[src/rtl/lpddr2_bringup.sv]
module lpddr2_bringup #(
  parameter int CLK_MHZ    = 100,
  parameter int T_CKE_NS   = 100,
  parameter int T_RST_NS   = 200000,
  parameter int T_INIT5_NS = 10000,
  parameter int T_ZQ_NS    = 1000,
  parameter int REFI_W     = 16
) (
  input  logic              clk,
  input  logic              rst_n,
  input  logic              start,
  input  logic [7:0]        cfg_mr1,
  input  logic [7:0]        cfg_mr2,
  input  logic [7:0]        cfg_mr3,
  input  logic [7:0]        cfg_mr16,
  input  logic [REFI_W-1:0] cfg_refi,
  output logic              cmd_req,
  output logic [1:0]        cmd_type,
  output logic [7:0]        cmd_addr,
  output logic [7:0]        cmd_wdata,
  input  logic              cmd_ack,
  input  logic [7:0]        cmd_rdata,
  output logic              clk_en,
  output logic              cke,
  output logic [1:0]        zq_type,
  output logic [7:0]        id_mfr,
  output logic [7:0]        id_rev,
  output logic [7:0]        id_org,
  output logic [7:0]        id_info,
  output logic              done,
  output logic              refresh_en,
  output logic [REFI_W-1:0] refresh_interval
);

  function automatic int cyc_of(input int ns);
    int c;
    c = (ns * CLK_MHZ + 999) / 1000;
    return (c < 1) ? 1 : c;
  endfunction

  localparam int W_CKE   = cyc_of(T_CKE_NS);
  localparam int W_RST   = cyc_of(T_RST_NS);
  localparam int W_INIT5 = cyc_of(T_INIT5_NS);
  localparam int W_ZQ    = cyc_of(T_ZQ_NS);
  localparam int W_MAX01 = (W_CKE > W_RST) ? W_CKE : W_RST;
  localparam int W_MAX23 = (W_INIT5 > W_ZQ) ? W_INIT5 : W_ZQ;
  localparam int W_MAX   = (W_MAX01 > W_MAX23) ? W_MAX01 : W_MAX23;
  localparam int CNT_W   = $clog2(W_MAX + 1);
  localparam int LAST    = 13;

  localparam logic [1:0] T_NOP = 2'd0, T_MRW = 2'd1, T_MRR = 2'd2, T_NORM = 2'd3;

  typedef enum logic [1:0] {S_IDLE, S_REQ, S_WAIT, S_DONE} state_t;

  state_t           state;
  logic [3:0]       step;
  logic [CNT_W-1:0] cnt;
  logic [CNT_W-1:0] wait_len;

  always_comb begin
    cmd_type  = T_NOP;
    cmd_addr  = 8'd0;
    cmd_wdata = 8'd0;
    wait_len  = '0;
    case (step)
      4'd0:  wait_len = CNT_W'(W_CKE);
      4'd1:  wait_len = CNT_W'(W_RST);
      4'd2:  begin cmd_type = T_MRW; cmd_addr = 8'd63; wait_len = CNT_W'(W_INIT5); end
      4'd3:  begin cmd_type = T_MRW; cmd_addr = 8'd10; cmd_wdata = 8'hFF; wait_len = CNT_W'(W_ZQ); end
      4'd4:  begin cmd_type = T_MRW; cmd_addr = 8'd1;  cmd_wdata = cfg_mr1;  end
      4'd5:  begin cmd_type = T_MRW; cmd_addr = 8'd2;  cmd_wdata = cfg_mr2;  end
      4'd6:  begin cmd_type = T_MRW; cmd_addr = 8'd3;  cmd_wdata = cfg_mr3;  end
      4'd7:  begin cmd_type = T_MRW; cmd_addr = 8'd16; cmd_wdata = cfg_mr16; end
      4'd8:  cmd_type = T_NOP;
      4'd9:  begin cmd_type = T_MRR; cmd_addr = 8'd5; end
      4'd10: begin cmd_type = T_MRR; cmd_addr = 8'd6; end
      4'd11: begin cmd_type = T_MRR; cmd_addr = 8'd8; end
      4'd12: begin cmd_type = T_MRR; cmd_addr = 8'd0; end
      default: cmd_type = T_NORM;
    endcase
  end

  assign cmd_req = (state == S_REQ);
  assign done    = (state == S_DONE);
  assign zq_type = (state == S_REQ && step == 4'd3) ? 2'd3 :
                   (step >= 4'd3) ? 2'd2 : 2'd0;

  always_ff @(posedge clk) begin
    if (!rst_n) begin
      state            <= S_IDLE;
      step             <= '0;
      cnt              <= '0;
      clk_en           <= 1'b0;
      cke              <= 1'b0;
      id_mfr           <= '0;
      id_rev           <= '0;
      id_org           <= '0;
      id_info          <= '0;
      refresh_en       <= 1'b0;
      refresh_interval <= '0;
    end else begin
      case (state)
        S_IDLE: if (start) begin
          state <= S_REQ;
          step  <= '0;
        end
        S_REQ: if (cmd_ack) begin
          if (step == 4'd0) clk_en <= 1'b1;
          if (step == 4'd1) cke    <= 1'b1;
          if (step == 4'd9)  id_mfr  <= cmd_rdata;
          if (step == 4'd10) id_rev  <= cmd_rdata;
          if (step == 4'd11) id_org  <= cmd_rdata;
          if (step == 4'd12) id_info <= cmd_rdata;
          if (step == 4'(LAST)) begin
            state            <= S_DONE;
            refresh_en       <= 1'b1;
            refresh_interval <= cfg_refi;
          end else if (wait_len != '0) begin
            state <= S_WAIT;
            cnt   <= wait_len - 1'b1;
          end else begin
            step <= step + 1'b1;
          end
        end
        S_WAIT: if (cnt == '0) begin
          state <= S_REQ;
          step  <= step + 1'b1;
        end else begin
          cnt <= cnt - 1'b1;
        end
        default: state <= S_DONE;
      endcase
    end
  end

  AST_IDLE_QUIET: assert property (@(posedge clk) disable iff (!rst_n)
    (state == S_IDLE) |-> !cmd_req && !done && !cke);
  AST_CKE_NEEDS_CLK: assert property (@(posedge clk) disable iff (!rst_n)
    cke |-> clk_en);
  AST_ZQ_INIT_CODE: assert property (@(posedge clk) disable iff (!rst_n)
    (cmd_req && cmd_type == T_MRW && cmd_addr == 8'd10) |-> zq_type == 2'd3);
  AST_REQ_HELD: assert property (@(posedge clk) disable iff (!rst_n)
    (cmd_req && !cmd_ack) |=> cmd_req && $stable(cmd_type) && $stable(cmd_addr) && $stable(cmd_wdata));
  AST_REFRESH_AFTER_DONE: assert property (@(posedge clk) disable iff (!rst_n)
    refresh_en |-> done);
  AST_DONE_STICKY: assert property (@(posedge clk) disable iff (!rst_n)
    done |=> done && !cmd_req);

endmodule

[config.mk]
export PLATFORM = sky130hd
export DESIGN_NAME = lpddr2_bringup
export DESIGN_NICKNAME = d
export VERILOG_FILES = /design/src/rtl/lpddr2_bringup.sv
export SDC_FILE = /design/constraint.sdc
export NUM_CORES = 1
export LEC_CHECK = 0
export BUFFER_PORTS_ARGS = -buffer_cell sky130_fd_sc_hd__buf_2
export CAP_MARGIN = 10
export CORE_MARGIN = 8
export CORE_UTILIZATION = 45
export DETAILED_ROUTE_END_ITERATION = 7
export PLACE_DENSITY = 0.76
export SLEW_MARGIN = 5
export SYNTH_ARGS = -nofsm -noshare
export SYNTH_HDL_FRONTEND = slang
export SYNTH_SLANG_ARGS = --single-unit
[constraint.sdc]
create_clock -name clk -period 2.7 [get_ports clk]
set_clock_uncertainty 0.05 [all_clocks]
set_input_delay 0.405 -clock clk [delete_from_list [all_inputs] [get_ports clk]]
set_output_delay 0.405 -clock clk [all_outputs]
set_load 0.005 [all_outputs]
Word level (Yosys, flattened, before mapping):

Index checks and enable logic that the tools add are counted.
W data, S select, Z words.

* bits in registers: 72
* bits in latches: 0
* RAM bits: 0
* memory bits (read-only): 0
* bits of input ports: 60
* output and inout bits: 73
* memories kept: 0

* $add $sub $neg: 3
* $mul: 0
* div/mod/pow operators: 0
* order comparisons: 1
* equal/unequal tests: 24
* shifts and indexed selects: 0
* mux-type cells: 23
* bitwise operators: 0
* reduce and logical (&&, ||, !) cells: 20

Operators by type and width (number)
* $mux W15: 4
* $pmux W15 S4: 1
* $pmux W6 S9: 1
* $pmux W8 S5: 1
* $pmux W15 S2: 1
* $sub A15 B1 Y15 const B: 2
* $eq A4 B4 Y1 const B: 6
* $reduce_and A3 Y1: 7
* $mux W4: 5
* $eq A4 B3 Y1 const B: 4
* $logic_not A15 Y1: 1
* $reduce_bool A15 Y1: 1
* $mux W2: 7
* $pmux W2 S3: 2
* $pmux W4 S3: 1
* $ne A2 B2 Y1 const B: 5
* $eq A4 B2 Y1 const B: 2
* $reduce_and A6 Y1: 1
* $reduce_or A6 Y1: 1
* $reduce_and A5 Y1: 1
* $add A4 B1 Y4 const B: 1
* $eq A2 B2 Y1 const B: 2
* $eq A4 B1 Y1 const B: 1
* $ge A4 B2 Y1 const B: 1
* 11 further kinds: 12

Depth between registers and ports, before layout:

Gate-level depths: netlist of run 1.

* depth after elaboration: 7
* mapped depth: 13
* mapped depth without buffers: 11

Least setup slack after synthesis of run 1:

OpenSTA, ideal clock, no wires.

* kind: reg-to-reg
* start: register state[0]
* end: register cnt[10]
* setup time: 126 ps
* data arrival time: 2516 ps
* required time: 2524 ps
* path slack: 8 ps
* stages on the path, launching flop included: 14
* path buffers: 4
* clock period less this slack: 2692 ps
* path through: dfxtp_1 > inv_1 > ha_1 > clkbuf_8 > clkbuf_8 > clkbuf_8 > nand2_1 > ha_1 > inv_1 > o31ai_1 > and3_1 > clkbuf_1 > mux2i_1 > a31oi_1

* word-level cells in the longest chain between the ends: 3
* elaborated cells between the ends (all ways): 9
* classes of those cells: eq/ne: 6; mux: 1; reduce/logical: 2

Ends and longest elaborated chain
* start, declared: line 55 `state_t state;`
* start signal, assigned: line 90 `state <= S_IDLE;`
* start signal, assigned: line 104 `state <= S_REQ;`
* start signal, assigned: line 115 `state <= S_DONE;`
* $eq A2 B2 Y1 or $eq A2 B1 Y1 (tied branches): line 102 `case (state)`
* $ne A2 B2 Y1 (no line), or another cell as far along
* $reduce_and A5 Y1 (no line)
* end signal, assigned: line 120 `cnt <= wait_len - 1'b1;`
* end signal, assigned: line 129 `cnt <= cnt - 1'b1;`
* end, declared: line 57 `logic [CNT_W-1:0] cnt;`

Several ways; a longest one is shown, not always the timed one.
A chain may end at the register's enable or synchronous reset.

Worst setup path after layout of run 1:

* start: register state[0]
* end: register cnt[14]

Same word-level chain as after synthesis.

==> flow_summary.yaml, run 1 <==
outcome:
  run_status: "completed"
timing:
  rsz0062_at_grt: "no"
  worst_pin_slew_ns: 0.5088
  finalMaxSlewViolations: 0
  fmax_achieved_ghz: 0.3915
  hold_slack_ns: 0.2368
  finalCriticalPeriod_ns: 2.554
  timing.final.crit_share: 0.9460
  slew_headroom: 0.6599
  final-hold-violation-count: 0
  report.final.setup_viol: 0
clocking:
  ctsHtreeMaxLevel: 3
  clock_insertion_delay_worst_skew_ns: 0.35
  tritoncts_clock_tree: "done"
  clock_path_buffers: 2
  cts_buffers: 9
  clkTransAtPathRegs_ns: 0.09
  number_of_clock_sinks: 72
  clock_root_buffer_master: "clkbuf_8"
worst_setup_path:
  cp-startpoint: "state[0]"
  endpoint_kind: "flip-flop"
  worst_setup_path_start_kind: "flip-flop"
  timing.critical_path.slowest_stage_cell: "dfxtp_1"
  criticalPathCategory: "reg -> reg"
  worst-r2r-setup-slack_ns: 0.15
  path_delay_family: "simple AND/OR/NAND/NOR gates"
  crit_path_cell_trace: "inv_1 > ha_1 > nor4b_2 > a21o_2 > inv_1 > ha_1 > nand4b_1 > o31ai_2 > and3_2 > a311oi_2 > a31oi_1"
  cp_bufs_invs: 2
  critical_path_arrival_ns: 2.73
  slowest_delay_ns: 0.39
  crit_path_max_fanout: 6
  regToRegStartpoint: "state[0]"
  timing.critical_path.required_ns: 2.87
global_routing:
  global_route.usage.met1: 0.2330
  global_route.overflow_total: 0
  gr-usage-met2: 0.3357
  grt_use_met3: 0.06008
  grt_pass1_vias: 3917
  grt_start_max_net_pins: 41
  grt_pass1_wl_um: 19050
  antenna_found_initial: 0
  grt_most_used_layer: "met2"
  grt_util_all_layers: 0.1988
die:
  chipWidth_um: 108.1
  core_area_um2: 8217
  die-area_um2: 11690
  dieHeight_um: 108.1
  num_io_pins: 133
  row_count: 33
  initial_utilization: 0.4647
power:
  peakVddDrop_mv: 0.4461
  leakage_uw: 0.002119
  power_density_nw_per_um2: 829.0
layout:
  filler_cell_count: 786
  syn_to_final_growth_pct: 25.13
  layout.nets: 674
  layout_common_cells: "130 x buf_2, 71 x dfxtp_1, 66 x nand2_1"
  final_cells: 715
  antennaDiodeCount: 0
  footprint_of_the_multi_input_gates_um2: 2096
  commonest_non_fill_non_tap_cell_in_the_layout: "buf_2"
  final_core_utilization: 0.5815
  storage_cell_area_um2: 1443
  drive_above_1_share: 0.3131
detailed_routing:
  vias_per_cell: 5.552
  num_vias: 3970
  initialDrtViolationCount: 324
  drc_errors: 0
  drt_pre_antenna_iters: 5
  wl_um: 11720
  wire_per_inst_um: 16.40
  postRouteAntennaNets: 0
synth:
  post_synth_num_cell_types: 67
  yosysWarnings: 0
  number_of_enable_type_register_cells_in_the_synthesized_netlist: 0
  synth.cell_area_um2: 3819
  synth_top_area_cell: "dfxtp_1"
  dominantRegCellSynth: "dfxtp_1"
  ys_seq_area_frac: 0.3775
  synth_top_area_frac: 0.3775
  ys_seq_elements: 72
  synthCells: 471
  postSynthAreaPerCell_um2: 8.108
  fraction_of_registers_with_async_set_or_reset_after_synthesis: 0
  synthTopCellsByArea: "dfxtp_1 38%, mux2i_1 7.3%, nand2_1 6.5%"
worst_hold_path:
  timing.hold.worst.start: "cfg_refi[5]"
  hold_path_class: "in -> reg"
flow_run:
  maxCapViolCount: 0
placed_design:
  globalplace.congestion: 0.9309
  placed_instances: 697
  dp_hpwl_um: 8605
  io_buffers: 130
stage by stage:
step	TNS [ns]	cell area, um2	total power, uW	worst slack (ns)
2_1_floorplan	0	3822	2563	0.007578
3_3_place_gp	0	4553	3030	0.1902
3_5_place_dp	-0.03061	4553	3062	-0.03061
4_1_cts	0	4746	3900	0.02182
5_1_grt	0	4778	4237	0.01717
6_report	0	4778	3961	0.1457
cells in the mapped netlist (2+ instances only):
library cell  count
nand2b_1          9
nor3_1           12
or3_1             3
o21ai_0          20
nand2_1          66
o21a_1            3
a222oi_1          8
clkbuf_1         19
o221ai_1          2
nand4_1           2
a21oi_1          47
nor2_1           58
a211oi_1          3
or2_2             2
clkbuf_8         10
inv_1            14
and2_1            3
ha_1              9
buf_4             2
nor4b_1           2
o22ai_1           3
and3_1            2
o311ai_0          2
o31ai_1           2
a31oi_1           7
dfxtp_1          72
nor4_1            5
nand3_1          18
mux2i_1          28
layer usage:
| layer | vias to the layer above | routed length [um] |
|---|---|---|
| li1 | 1935 | - |
| met1 | 1847 | 4728 |
| met2 | 164 | 5872 |
| met5 | - | 0 |
| met3 | 24 | 902 |
| met4 | 0 | 220 |
power by group:
group | switching, uW | internal [uW] | total [uW] | leakage (uW)
logic | 1070 | 799 | 1870 | 0.00145
registers | 111 | 1150 | 1260 | 0.000582
clock network | 473 | 353 | 826 | 0.0000863
total | 1660 | 2300 | 3960 | 0.00212
worst min-delay path, cell delays in order:
cell,delay (ns)
buf_2,0.09
nand2_1,0.04
a21oi_1,0.05
area by class of cell:
cell class                 count  share of cell area
clock inverter                 7             0.01309
inverter                      16             0.01257
multi-input combinational    350              0.4386
tap                          105             0.02749
timing repair buffer         156              0.1804
clock buffer                   9             0.02592
sequential                    72              0.3019
state kept, by name, summed over array words and instances (netlist names):
register / flops
id_info: 8
id_rev: 8
cnt: 15
id_mfr: 8
refresh_interval: 16
step: 4
refresh_en: 1
cke: 1
state: 2
id_org: 8
clk_en: 1
cell families (layout without fill, tap and decap cells):
kind of cell / Yosys count / in the layout / share of synthesized area
fa+ha+maj: 9 / 9 / 0.02949
simple gates: 192 / 192 / 0.2356
flops: 72 / 72 / 0.3775
compound gates: 116 / 116 / 0.1959
xor+xnor: 2 / 2 / 0.004588
mux: 29 / 29 / 0.07634
other cells: 1 / 2 / 0.0009820
buf+inv: 50 / 188 / 0.07961
worst paths after layout:
| kind | endpoint | cells after the start |
|---|---|---|
| worst max-delay path | cnt[14] | 11 |
| worst min-delay path | refresh_interval[5] | 3 |
| worst max register to register | cnt[14] | 11 |
| worst min register to register | refresh_interval[5] | 2 |
what timing repair did:
action,CTS,global route
pin swaps,0,1
hold buffers,0,0
cloned,0,0
setup buffers,0,2
setup endpoints to repair,1,6
resized for setup,1,5
Power figures use the tool's default switching activity.
==> inputs of run 2 (changes only) <==
--- a/config.mk
+++ b/config.mk
@@ -11,6 +11,7 @@
 export CORE_UTILIZATION = 45
 export DETAILED_ROUTE_END_ITERATION = 7
 export PLACE_DENSITY = 0.76
+export RECOVER_POWER = 50
 export SLEW_MARGIN = 5
 export SYNTH_ARGS = -nofsm -noshare
 export SYNTH_HDL_FRONTEND = slang
==> run 2 against run 1 <==
  * Clock power barely moved
  * Critical path depth stayed put
  * Die area stayed put
  * Final cell count did not move
  * Hold slack barely moved
  * Count of clock-buffer cells in the layout unchanged
  * Design area fell by 1.6%
  * Flip-flop and latch count stayed put
  * Routed wire length is 0.37% lower
  * Critical path type unchanged
  * Largest cell class unchanged
  * Highest routed layer unchanged
==> flow_summary.yaml, run 2 (synthesis gave the netlist of run 1 again) <==
power:
  leakage_uw: 0.001881
  total_power_uw: 3961
  peakVddDrop_mv: 0.4449
  power_density_nw_per_um2: 842.7
timing:
  fmax_achieved_ghz: 0.3935
  rsz0062_at_grt: "no"
  setup_ws_ns: 0.1589
  hold_slack_ns: 0.2363
  final-hold-violation-count: 0
  report.final.setup_viol: 0
  timing.final.crit_share: 0.9411
  finalCriticalPeriod_ns: 2.541
  finalMaxSlewViolations: 0
  worst_pin_slew_ns: 0.7144
  timing.setup.tns_ns: 0
  slew_headroom: 0.5238
layout:
  commonest_non_fill_non_tap_cell_in_the_layout: "buf_2"
  final_core_utilization: 0.5721
  top_regs: "refresh_interval: 16 flops, cnt: 15 flops"
  syn_to_final_growth_pct: 23.10
  footprint_of_the_multi_input_gates_um2: 2096
  top_register_by_number_of_flip_flops: "refresh_interval"
  drive_above_1_share: 0.2246
  antennaDiodeCount: 0
  largest_register_ff_count: 16
  layout_common_cells: "79 x buf_2, 71 x dfxtp_1, 66 x nand2_1"
  filler_cell_count: 809
  storage_cell_area_um2: 1443
  layout.nets: 674
flow_run:
  maxCapViolCount: 0
detailed_routing:
  routed-wl-met2_um: 5792
  num_vias: 3957
  topRoutingLayerUsed: "met4"
  wire_per_inst_um: 16.34
  postRouteAntennaNets: 0
  detail_route.wirelength.met1_um: 4817
  drt_pre_antenna_iters: 8
  wl_met3_um: 854
  vias_per_cell: 5.534
  drc_errors: 0
  initialDrtViolationCount: 384
  wl_um: 11680
worst_setup_path:
  endpoint_kind: "flip-flop"
  critical_path_arrival_ns: 2.71
  worst_setup_path_start_kind: "flip-flop"
  worst-r2r-setup-slack_ns: 0.16
  rr_worst_depth: 11
  timing.critical_path.required_ns: 2.87
  criticalPathCategory: "reg -> reg"
  crit_path_max_fanout: 6
clocking:
  cts.hold.buffers_added: 0
  cts_buffers: 9
  number_of_clock_sinks: 72
  tritoncts_clock_tree: "done"
  clock_path_buffers: 2
  ctsHtreeMaxLevel: 3
  clock_root_buffer_master: "clkbuf_8"
  clock_insertion_delay_worst_skew_ns: 0.35
  clkTransAtPathRegs_ns: 0.09
global_routing:
  antenna_found_initial: 0
  global_route.overflow_total: 0
  grt_start_max_net_pins: 41
  grt_pass1_vias: 3917
  grt_util_all_layers: 0.1988
  grt_pass1_wl_um: 19050
placed_design:
  io_buffers: 130
  pre_cts_ws_ns: -0.03061
  globalplace.congestion: 0.9309
  dp_hpwl_um: 8605
outcome:
  run_status: "completed"
die:
  chipWidth_um: 108.1
  row_count: 33
  core_area_um2: 8217
  dieHeight_um: 108.1
  num_io_pins: 133
  die-area_um2: 11690
  initial_utilization: 0.4647
worst_hold_path:
  worst_hold_path.num_cells: 3
  hold_path_class: "in -> reg"
==> run 2: worst max-delay path, cell delays in order, from the launching register on <==
cell and delay, ns:
dfxtp_1 0.39, inv_1 0.08, ha_1 0.29, nor4b_2 0.27, a21o_2 0.14, inv_1 0.05, ha_1 0.25, nand4b_1 0.17
o31ai_2 0.10, and3_2 0.27, a311oi_2 0.26, a31oi_1 0.10
==> run 2: worst paths after layout <==
kind,to,start
max reg2reg,cnt[14],state[0]
min,refresh_interval[5],cfg_refi[5]
min reg2reg,refresh_interval[5],refresh_interval[5]
max,cnt[14],state[0]
==> run 2: layout make-up <==
| cell class | count | area share |
|---|---|---|
| clock inverter | 7 | 0.01331 |
| multi-input combinational | 350 | 0.4458 |
| inverter | 16 | 0.01278 |
| tap | 105 | 0.02795 |
| sequential | 72 | 0.3069 |
| timing repair buffer | 156 | 0.1669 |
| clock buffer | 9 | 0.02635 |
==> run 2: layer usage <==
layer  vias up  track usage
li1       1934            -
met1      1836       0.2330
met2       163       0.3357
met3        24      0.06008
met4         0      0.07037
met5         -            0
==> run 2: timing repair <==
action / in CTS / in global routing
pin swaps: 0 / 1
resized for setup: 1 / 5
setup endpoints to repair: 1 / 6
buffers inserted: 0 / 2
==> run 2: power by group <==
group / internal (uW) / switching [uW]
registers: 1150 / 111
clock network: 353 / 472
logic: 795 / 1080
total: 2300 / 1660
==> run 2: through the flow <==
step                cell area, um2  instances
detailed placement            4553        697
CTS                           4746        713
global placement              4553        697
global route                  4701        715
finish                        4701        715
floorplan                     3822        472
==> inputs of run 3 (changes only) <==
--- a/config.mk
+++ b/config.mk
@@ -7,7 +7,8 @@
 export LEC_CHECK = 0
 export BUFFER_PORTS_ARGS = -buffer_cell sky130_fd_sc_hd__buf_2
 export CAP_MARGIN = 10
-export CORE_MARGIN = 8
+export CORE_ASPECT_RATIO = 1.25
+export CORE_MARGIN = 1
 export CORE_UTILIZATION = 45
 export DETAILED_ROUTE_END_ITERATION = 7
 export PLACE_DENSITY = 0.76
==> run 3 against run 2 <==
  * The flow now finishes with violations (design-rule violations)
  * First-iteration DRC count grew 11%
  * Sequential power is essentially flat
  * Worst setup slack gained 0.0089 ns
  * Utilization grew 0.34 points
  * Final cell count shrank 1.1%
  * Global-route usage grew 5.3 points
  * Register-to-register slack is essentially flat
  * Routed wire length shrank 5.9%
  * Via count grew 1.7%
  * Clock power grew 15%
  * Flip-flop and latch count is the same
  * Non-clock buffer count is the same
  * Largest cell class unchanged
  * Largest power group unchanged
==> flow_summary.yaml, run 3 (synthesis gave the netlist of run 1 again) <==
worst_setup_path:
  worst_setup_path_start_kind: "flip-flop"
  timing.critical_path.required_ns: 2.87
  rr_worst_depth: 11
  crit_path_max_fanout: 6
  criticalPathCategory: "reg -> reg"
  endpoint_kind: "flip-flop"
  critical_path_arrival_ns: 2.70
timing:
  rsz0062_at_grt: "no"
  report.final.setup_viol: 0
  worst_pin_slew_ns: 0.6944
  setup_ws_ns: 0.1678
  fmax_achieved_ghz: 0.3949
  timing.setup.tns_ns: 0
  finalCriticalPeriod_ns: 2.532
  slew_headroom: 0.5370
  timing.final.crit_share: 0.9378
  hold_slack_ns: 0.2331
  finalMaxSlewViolations: 0
  final-hold-violation-count: 0
die:
  core_area_um2: 8240
  dieHeight_um: 105.0
  die-area_um2: 8861
  initial_utilization: 0.4634
  row_count: 37
  num_io_pins: 133
  chipWidth_um: 84.40
layout:
  top_regs: "refresh_interval: 16 flops, cnt: 15 flops"
  antennaDiodeCount: 0
  largest_register_ff_count: 16
  layout_common_cells: "102 x buf_2, 71 x dfxtp_1, 66 x nand2_1"
  final_core_utilization: 0.5755
  layout.nets: 674
  top_register_by_number_of_flip_flops: "refresh_interval"
  fin_area_um2: 4742
  commonest_non_fill_non_tap_cell_in_the_layout: "buf_2"
  syn_to_final_growth_pct: 24.18
  drive_above_1_share: 0.2590
power:
  p_switching_uw: 1603
  clock_power_share: 0.233
  pwr-share-seq: 0.312
  internal_power_uw: 2450
  comb_power_share: 0.455
  leakage_uw: 0.002004
  power.switching_fraction: 0.3955
  power_density_nw_per_um2: 854.7
  peakVddDrop_mv: 0.4260
placed_design:
  dp_hpwl_um: 8014
  globalplace.congestion: 0.9266
  pre_cts_ws_ns: 0.09768
  io_buffers: 130
  place_area_um2: 4558
flow_run:
  maxCapViolCount: 0
clocking:
  clock_path_buffers: 2
  cts_buffers: 9
  clkTransAtPathRegs_ns: 0.08
  ctsHtreeMaxLevel: 3
  clock_root_buffer_master: "clkbuf_8"
  number_of_clock_sinks: 72
  tritoncts_clock_tree: "done"
  clock_insertion_delay_worst_skew_ns: 0.35
  cts.hold.buffers_added: 0
outcome:
  run_status: "finished, violations left"
  failing_checks: "design-rule violations"
detailed_routing:
  wire_per_inst_um: 15.54
  postRouteAntennaNets: 0
  drt_pre_antenna_iters: 8
  wl_um: 10990
  drc_errors: 7
  initialDrtViolationCount: 428
  vias_per_cell: 5.694
  num_vias: 4026
global_routing:
  grt_util_all_layers: 0.2523
  antenna_found_initial: 0
  grt_pass1_vias: 3909
  global_route.overflow_total: 0
  grt_start_max_net_pins: 39
  grt_pass1_wl_um: 17990
worst_hold_path:
  hold_path_class: "in -> reg"
  worst_hold_path.num_cells: 3
[run 3: repair_timing]
item / 4_1_cts / 5_1_grt
endpoints found under the setup margin: 0 / 6
buffers inserted: 0 / 0
resized for setup: 0 / 4
[run 3: power by group through the flow]
stage               Sequential [uW]  Clock, uW  Combinational [uW]
detailed placement             1280          0                1790
global placement               1280          0                1780
CTS                            1260        969                1800
floorplan                      1250          0                1310
global route                   1270       1010                2020
finish                         1260        946                1840
[run 3: metrics by stage]
step / cells / total power, uW
2_1_floorplan: 472 / 2563
3_3_place_gp: 691 / 3059
3_5_place_dp: 691 / 3078
4_1_cts: 707 / 4028
5_1_grt: 707 / 4296
6_report: 707 / 4053
[run 3: cell type report]
cell class / instances / area (um2)
tap: 97 / 121.4
timing repair buffer: 156 / 809.5
clock inverter: 6 / 90.09
multi-input combinational: 350 / 2091
clock buffer: 10 / 127.6
fill: 766 / 3498
inverter: 16 / 60.06
sequential: 72 / 1443
[run 3: path summary, 6_finish.rpt]
path,from,to,slack (ns)
max,state[0],cnt[14],0.17
max reg2reg,state[0],cnt[14],0.17
min reg2reg,refresh_interval[4],refresh_interval[4],0.41
min,cfg_refi[4],refresh_interval[4],0.23
[run 3: worst max-delay path: stages, from the launching register on]
cell,delay (ns)
dfxtp_1,0.38
inv_1,0.08
ha_2,0.23
nor4b_2,0.22
a21o_2,0.18
inv_1,0.07
ha_1,0.25
nand4b_1,0.18
o31ai_2,0.09
and3_1,0.26
a311oi_1,0.29
a31oi_1,0.12
[run 3: routing by layer]
metal / share of wire / track usage / up-vias
li1: - / - / 1928
met1: 0.42 / 0.2887 / 1923
met2: 0.50 / 0.4344 / 144
met3: 0.051 / 0.04976 / 31
met4: 0.028 / 0.1465 / 0
met5: 0 / 0 / -
